## config.mk

```make
export PLATFORM = sky130hd
export DESIGN_NAME = mod6_jk_counter
export DESIGN_NICKNAME = d
export VERILOG_FILES = /design/src/rtl/mod6_pkg.sv /design/src/rtl/mod6_excite.sv /design/src/rtl/jk_cell.sv /design/src/rtl/mod6_jk_counter.sv
export SDC_FILE = /design/constraint.sdc
export NUM_CORES = 1
export LEC_CHECK = 0
export ABC_AREA = 1
export BUFFER_PORTS_ARGS = -buffer_cell sky130_fd_sc_hd__buf_2
export CAP_MARGIN = 30
export CORE_AREA = 3 3 40 42
export CTS_BUF_LIST = sky130_fd_sc_hd__clkbuf_4
export CTS_CLUSTER_DIAMETER = 150
export CTS_CLUSTER_SIZE = 10
export DETAILED_ROUTE_END_ITERATION = 10
export DIE_AREA = 0 0 43 45
export HOLD_SLACK_MARGIN = 0.08
export PLACE_DENSITY = 0.3
export SLEW_MARGIN = 20
export SYNTH_ARGS = -nofsm -noshare
export SYNTH_HDL_FRONTEND = slang
export SYNTH_SLANG_ARGS = --single-unit
```

## constraint.sdc

```tcl
create_clock -name clk -period 0.8 [get_ports clk]
set_clock_uncertainty 0.05 [all_clocks]
set_input_delay 0.12 -clock clk [delete_from_list [all_inputs] [get_ports clk]]
set_output_delay 0.12 -clock clk [all_outputs]
set_load 0.05 [all_outputs]
```

## src/rtl/mod6_pkg.sv

```systemverilog
package mod6_pkg;

    localparam int FF_COUNT = 3;
    localparam int IDX_A    = 2;
    localparam int IDX_B    = 1;
    localparam int IDX_C    = 0;

    localparam logic [FF_COUNT-1:0] RESET_CODE = '0;

    typedef struct packed {
        logic a;
        logic b;
        logic c;
    } ctr_state_t;

    typedef struct packed {
        logic j;
        logic k;
    } jk_drive_t;

    // JK rule: hold, clear, set, toggle
    function automatic logic jk_apply(input logic q, input jk_drive_t d);
        logic nq;
        unique case ({d.j, d.k})
            2'b00:   nq = q;
            2'b01:   nq = 1'b0;
            2'b10:   nq = 1'b1;
            default: nq = ~q;
        endcase
        return nq;
    endfunction

endpackage

```

## src/rtl/mod6_excite.sv

```systemverilog
module mod6_excite
    import mod6_pkg::*;
(
    input  ctr_state_t cur,
    output jk_drive_t  drv [FF_COUNT]
);
    always_comb begin
        // flop A: both inputs follow B
        drv[IDX_A].j = cur.b;
        drv[IDX_A].k = cur.b;
        // flop B: set from C, always clear-capable
        drv[IDX_B].j = cur.c;
        drv[IDX_B].k = 1'b1;
        // flop C: set when B is low, always clear-capable
        drv[IDX_C].j = ~cur.b;
        drv[IDX_C].k = 1'b1;
    end
endmodule

```

## src/rtl/jk_cell.sv

```systemverilog
module jk_cell
    import mod6_pkg::*;
#(
    parameter logic INIT = 1'b0
) (
    input  logic      clk,
    input  logic      rst,
    input  logic      pre_en,
    input  logic      pre_val,
    input  jk_drive_t drv,
    output logic      q
);
    always_ff @(posedge clk) begin
        if (rst)
            q <= INIT;
        else if (pre_en)
            q <= pre_val;
        else
            q <= jk_apply(q, drv);
    end
endmodule

```

## src/rtl/mod6_jk_counter.sv

```systemverilog
module mod6_jk_counter
    import mod6_pkg::*;
(
    input  logic       clk,
    input  logic       rst,
    input  logic       load_en,
    input  logic [2:0] load_code,
    output logic [2:0] count
);
    ctr_state_t cur;
    jk_drive_t  drv [FF_COUNT];
    logic [FF_COUNT-1:0] q_bits;

    assign cur   = ctr_state_t'(q_bits);
    assign count = q_bits;

    mod6_excite u_excite (
        .cur (cur),
        .drv (drv)
    );

    for (genvar i = 0; i < FF_COUNT; i++) begin : g_ff
        jk_cell #(
            .INIT (RESET_CODE[i])
        ) u_ff (
            .clk     (clk),
            .rst     (rst),
            .pre_en  (load_en),
            .pre_val (load_code[i]),
            .drv     (drv[i]),
            .q       (q_bits[i])
        );
    end
endmodule

```

# After elaboration in Yosys (flattened, before gate mapping)
# Index checks and enable logic that the tools add are counted.
# totals
inputBits	6
output_inout_bits	3
reg_bits	3
wordCells	20
# op_classes
reduce_logical	3
bitwise_logic	3
n_mux	6
eq_ne	5
# op_table
operator	count
logical NOT 2 bit	3
inequality test 2 bit, second input constant	3
case mux 1 bit (2 select lines)	2
two-way mux 1 bit	3
NOT 1 bit	3
case mux 1 bit (3 select lines)	1
== test 2 x 1 -> 1 bit, second input constant	1
== test 2 bit, second input constant	1

# Longest topological paths before layout
# depth
word_depth	4
mapped_depth	5
depth_no_buf	5

# Cells and area by module
# Synthesis repeated with hierarchy kept, for this count alone.
# hier_totals
cells_unflattened	61
area_unflattened_um2	367.9
# by_module_without_submodules
mod	seq_area_each_um2	cells_per_inst	area_per_inst_um2	instances
jk_cell	20.0	18	107.6	3
mod6_excite	0.0	7	45.0	1

# Worst setup path after synthesis
# OpenSTA, ideal clock, no wires.
# synth_path
path_kind	register to register
startpoint	register g_ff[1].u_ff.q
endpoint	register g_ff[2].u_ff.q
slack_ns	0.072
required_time_ns	0.641
path_stages_with_launch	6
synth_period_minus_slack_ns	0.728
arrival_ns	0.569
n_path_buf	0
setup_time_ns	0.109
path_cell_list	dfxtp_1 nor2_2 nand2_1 nand3_1 nand2_1 inv_1
# synth_between
elab_chain_len	3
word_cells_on_any_way	6
classes_between	eq/ne (3); mux (2); reduce/logical (1)
# synth_lines
element	line_no	source
from (decl)	jk_cell.sv:11	output logic q
from (signal assigned)	jk_cell.sv:17	q <= pre_val;
from (signal assigned)	jk_cell.sv:19	q <= jk_apply(q, drv);
== test 2 bit, or another cell as far along	mod6_pkg.sv:24	unique case ({d.j, d.k})
case mux 1 bit (3 select lines)	mod6_pkg.sv:24	
two-way mux 1 bit	jk_cell.sv:16	else if (pre_en)
to (signal assigned)	jk_cell.sv:17	
to (signal assigned)	jk_cell.sv:19	
to (decl)	jk_cell.sv:11	
# Parallel ways exist; a longest one is shown, timed or not.
# A chain may end at the register's enable or synchronous reset.

# Worst setup path after layout
# layout_path
startpoint	register g_ff[1].u_ff.q
endpoint	output count[1]
# layout_lines
element	line_no	source
to (decl)	mod6_jk_counter.sv:8	output logic [2:0] count
# No word-level cell between the ends.

==> metrics <==
Synth warnings 0; Clock Latency Late Sink 230 ps; worst path buffer plus inverter count 1; Filler cells 148; Die Wd 43 um; worst hold path type in2reg; LEAKAGE 0.138 nW; Least-Margin Pin Slew 122 ps; Final Util 0.213; Netlist cell types 8; row cnt 13; EDFF count, synth 0; CP max FO 3; CP startpoint kind flop; post-synthesis register bit count 3; Post-Syn Area 149 um2; drt total wl 380 um; placed insts 42; Die H 45 um; port bufs 8; Rel. slew slack 0.919; Post-DP Area 185 um2; sequential area share after synthesis 0.403; CTS tree built; Setup WS pre-CTS 19.9 ps; post-synth top area share 0.403; Worst R2R Path Depth 6; CTS clk-pin slew, worst paths 40 ps; initial drt markers 1; Inserted Clock Buffers 3; final hold viol count 0; Initial Utilization 0.116; total clock sinks 3; Final Slew Violations 0; global-route wire length before repair 538 um; Largest regs g_ff.u_ff.q x3; Setup violations, final 4; Largest Register g_ff.u_ff.q; RR Startpoint g_ff[2].u_ff.q$_SDFFE_PP0P_; Final WS setup -103 ps; cell area after layout 274 um2; PD cells 2190 mW/mm2; Post-synth top flop dfxtp_1; drt wl/cell 7.92 um; crit path time final 903 ps; Crit path max-delay family flip-flops; FF-to-FF setup slack -20 ps; total power 0.600 mW; I/O Pins 9; Critical Path AT 730 ps; Crit Path Class reg2out; ANT nets after route 0; Max Root-Sink Buffers 2; Max Fclk 1110 MHz; VDD IR max 0.000581 V; max incr delay on CP 350 ps; Worst Hold End g_ff[0].u_ff.q$_SDFF_PP0_; largest net degree at the start of global routing 6; failing checks negative setup slack; top cells by count, synth nand2_1, buf_4, dfxtp_1, inv_1, a21oi_1; fin nets 40; Die ar. 0.00194 mm2; non-filler cells in the finished layout 48; syn nets 28; CP Data Required Time 630 ps; RSZ-0062 raised after global routing true; ant diodes 0; max cap viols 0; initial antenna violation count 0; gr usage total 0.0442; syn avg cell area 6.77 um2; vias 164; Root Buffer clkbuf_4; CP Cell Sequence buf_8; min-delay src rst; main area contributors after synthesis dfxtp_1, nand2_1, buf_4; Vias/cell 3.42; max FFs per register 3; CP max stage cell dfxtp_2; Yosys top cell by area dfxtp_1; crit share post-route 1.13; global route overflow 0; Hold Crit Depth 2; Reg-to-Reg End g_ff[2].u_ff.q$_SDFFE_PP0P_; area of the multi-input gates 61.3 um2; vias in the first global route 156; GP Congestion 0.611; ys async rst share 0; layout cell share with drive strength beyond 1 0.606; H-tree depth 1; Mapped Cells 22; Core Box Area 0.00128 mm2; critical path capture point type output pin; drt drc 0; Pre-antenna DRT Iters 4; Reg area 63.8 um2; status complete, but fails checks; cell with the most instances after synthesis nand2_1; Layout area overhead 84.0%
-- worst max-delay path by stage --
stage	from	end	depth (start not counted)
final	g_ff[1].u_ff.q$_SDFF_PP0_	count[1]	1
after global routing	g_ff[1].u_ff.q$_SDFF_PP0_	count[1]	1
after CTS	g_ff[1].u_ff.q$_SDFF_PP0_	count[1]	1
after detailed placement	g_ff[1].u_ff.q$_SDFF_PP0_	count[1]	1
after global placement	g_ff[1].u_ff.q$_SDFF_PP0_	count[1]	1
after floorplan	g_ff[1].u_ff.q$_SDFF_PP0_	g_ff[2].u_ff.q$_SDFFE_PP0P_	5
-- cell usage in the layout, fill, tap and decap left out --
cell,count
buf_6,1
a21oi_1,1
dfxtp_2,3
buf_2,5
nand2_1,8
buf_8,3
buf_4,1
inv_1,3
clkbuf_4,4
a21oi_2,1
nand3_1,1
nor2_2,2
-- where the power goes --
part	internal, mW	switching, mW	total (mW)	leakage [nW]
logic	0.0591	0.0678	0.127	0.0941
clock network	0.221	0.0780	0.299	0.0184
registers	0.163	0.0106	0.174	0.0258
total	0.443	0.156	0.600	0.138
-- cell type report --
cell class / count / share of cell area
clock buffer: 4 / 0.110
inverter: 3 / 0.0411
multi-input combinational: 13 / 0.224
sequential: 3 / 0.233
tap: 15 / 0.0685
timing repair buffer: 10 / 0.324
-- kinds of logic after synthesis --
family | count (synthesis) | synth area share
buffers and inverters | 6 | 0.227
AOI/OAI and AO/OA | 2 | 0.0672
DFF | 3 | 0.403
and+or+nand+nor | 11 | 0.302
-- layer usage --
layer	part of all wire	track usage	up-vias
met1	0.34	0.0314	73
met3	0.082	0.0398	0
met2	0.57	0.0629	4
met5	0	0	-
li1	-	-	87
met4	0	0.0542	0
-- through the flow --
step                      TNS (ps)  hold WS, ps
after floorplan                  0          139
after global placement           0          274
after detailed placement         0          276
after CTS                     -329         18.3
after global routing          -439         30.6
final                         -293         20.9
-- what timing repair did --
action	CTS	global route
endpoints found under the hold margin	2	2
pin swaps	1	0
resized for setup	12	3
setup endpoints to repair	3	5
buffers inserted	2	0
gates cloned	0	0
(Power assumes the default switching activity.)
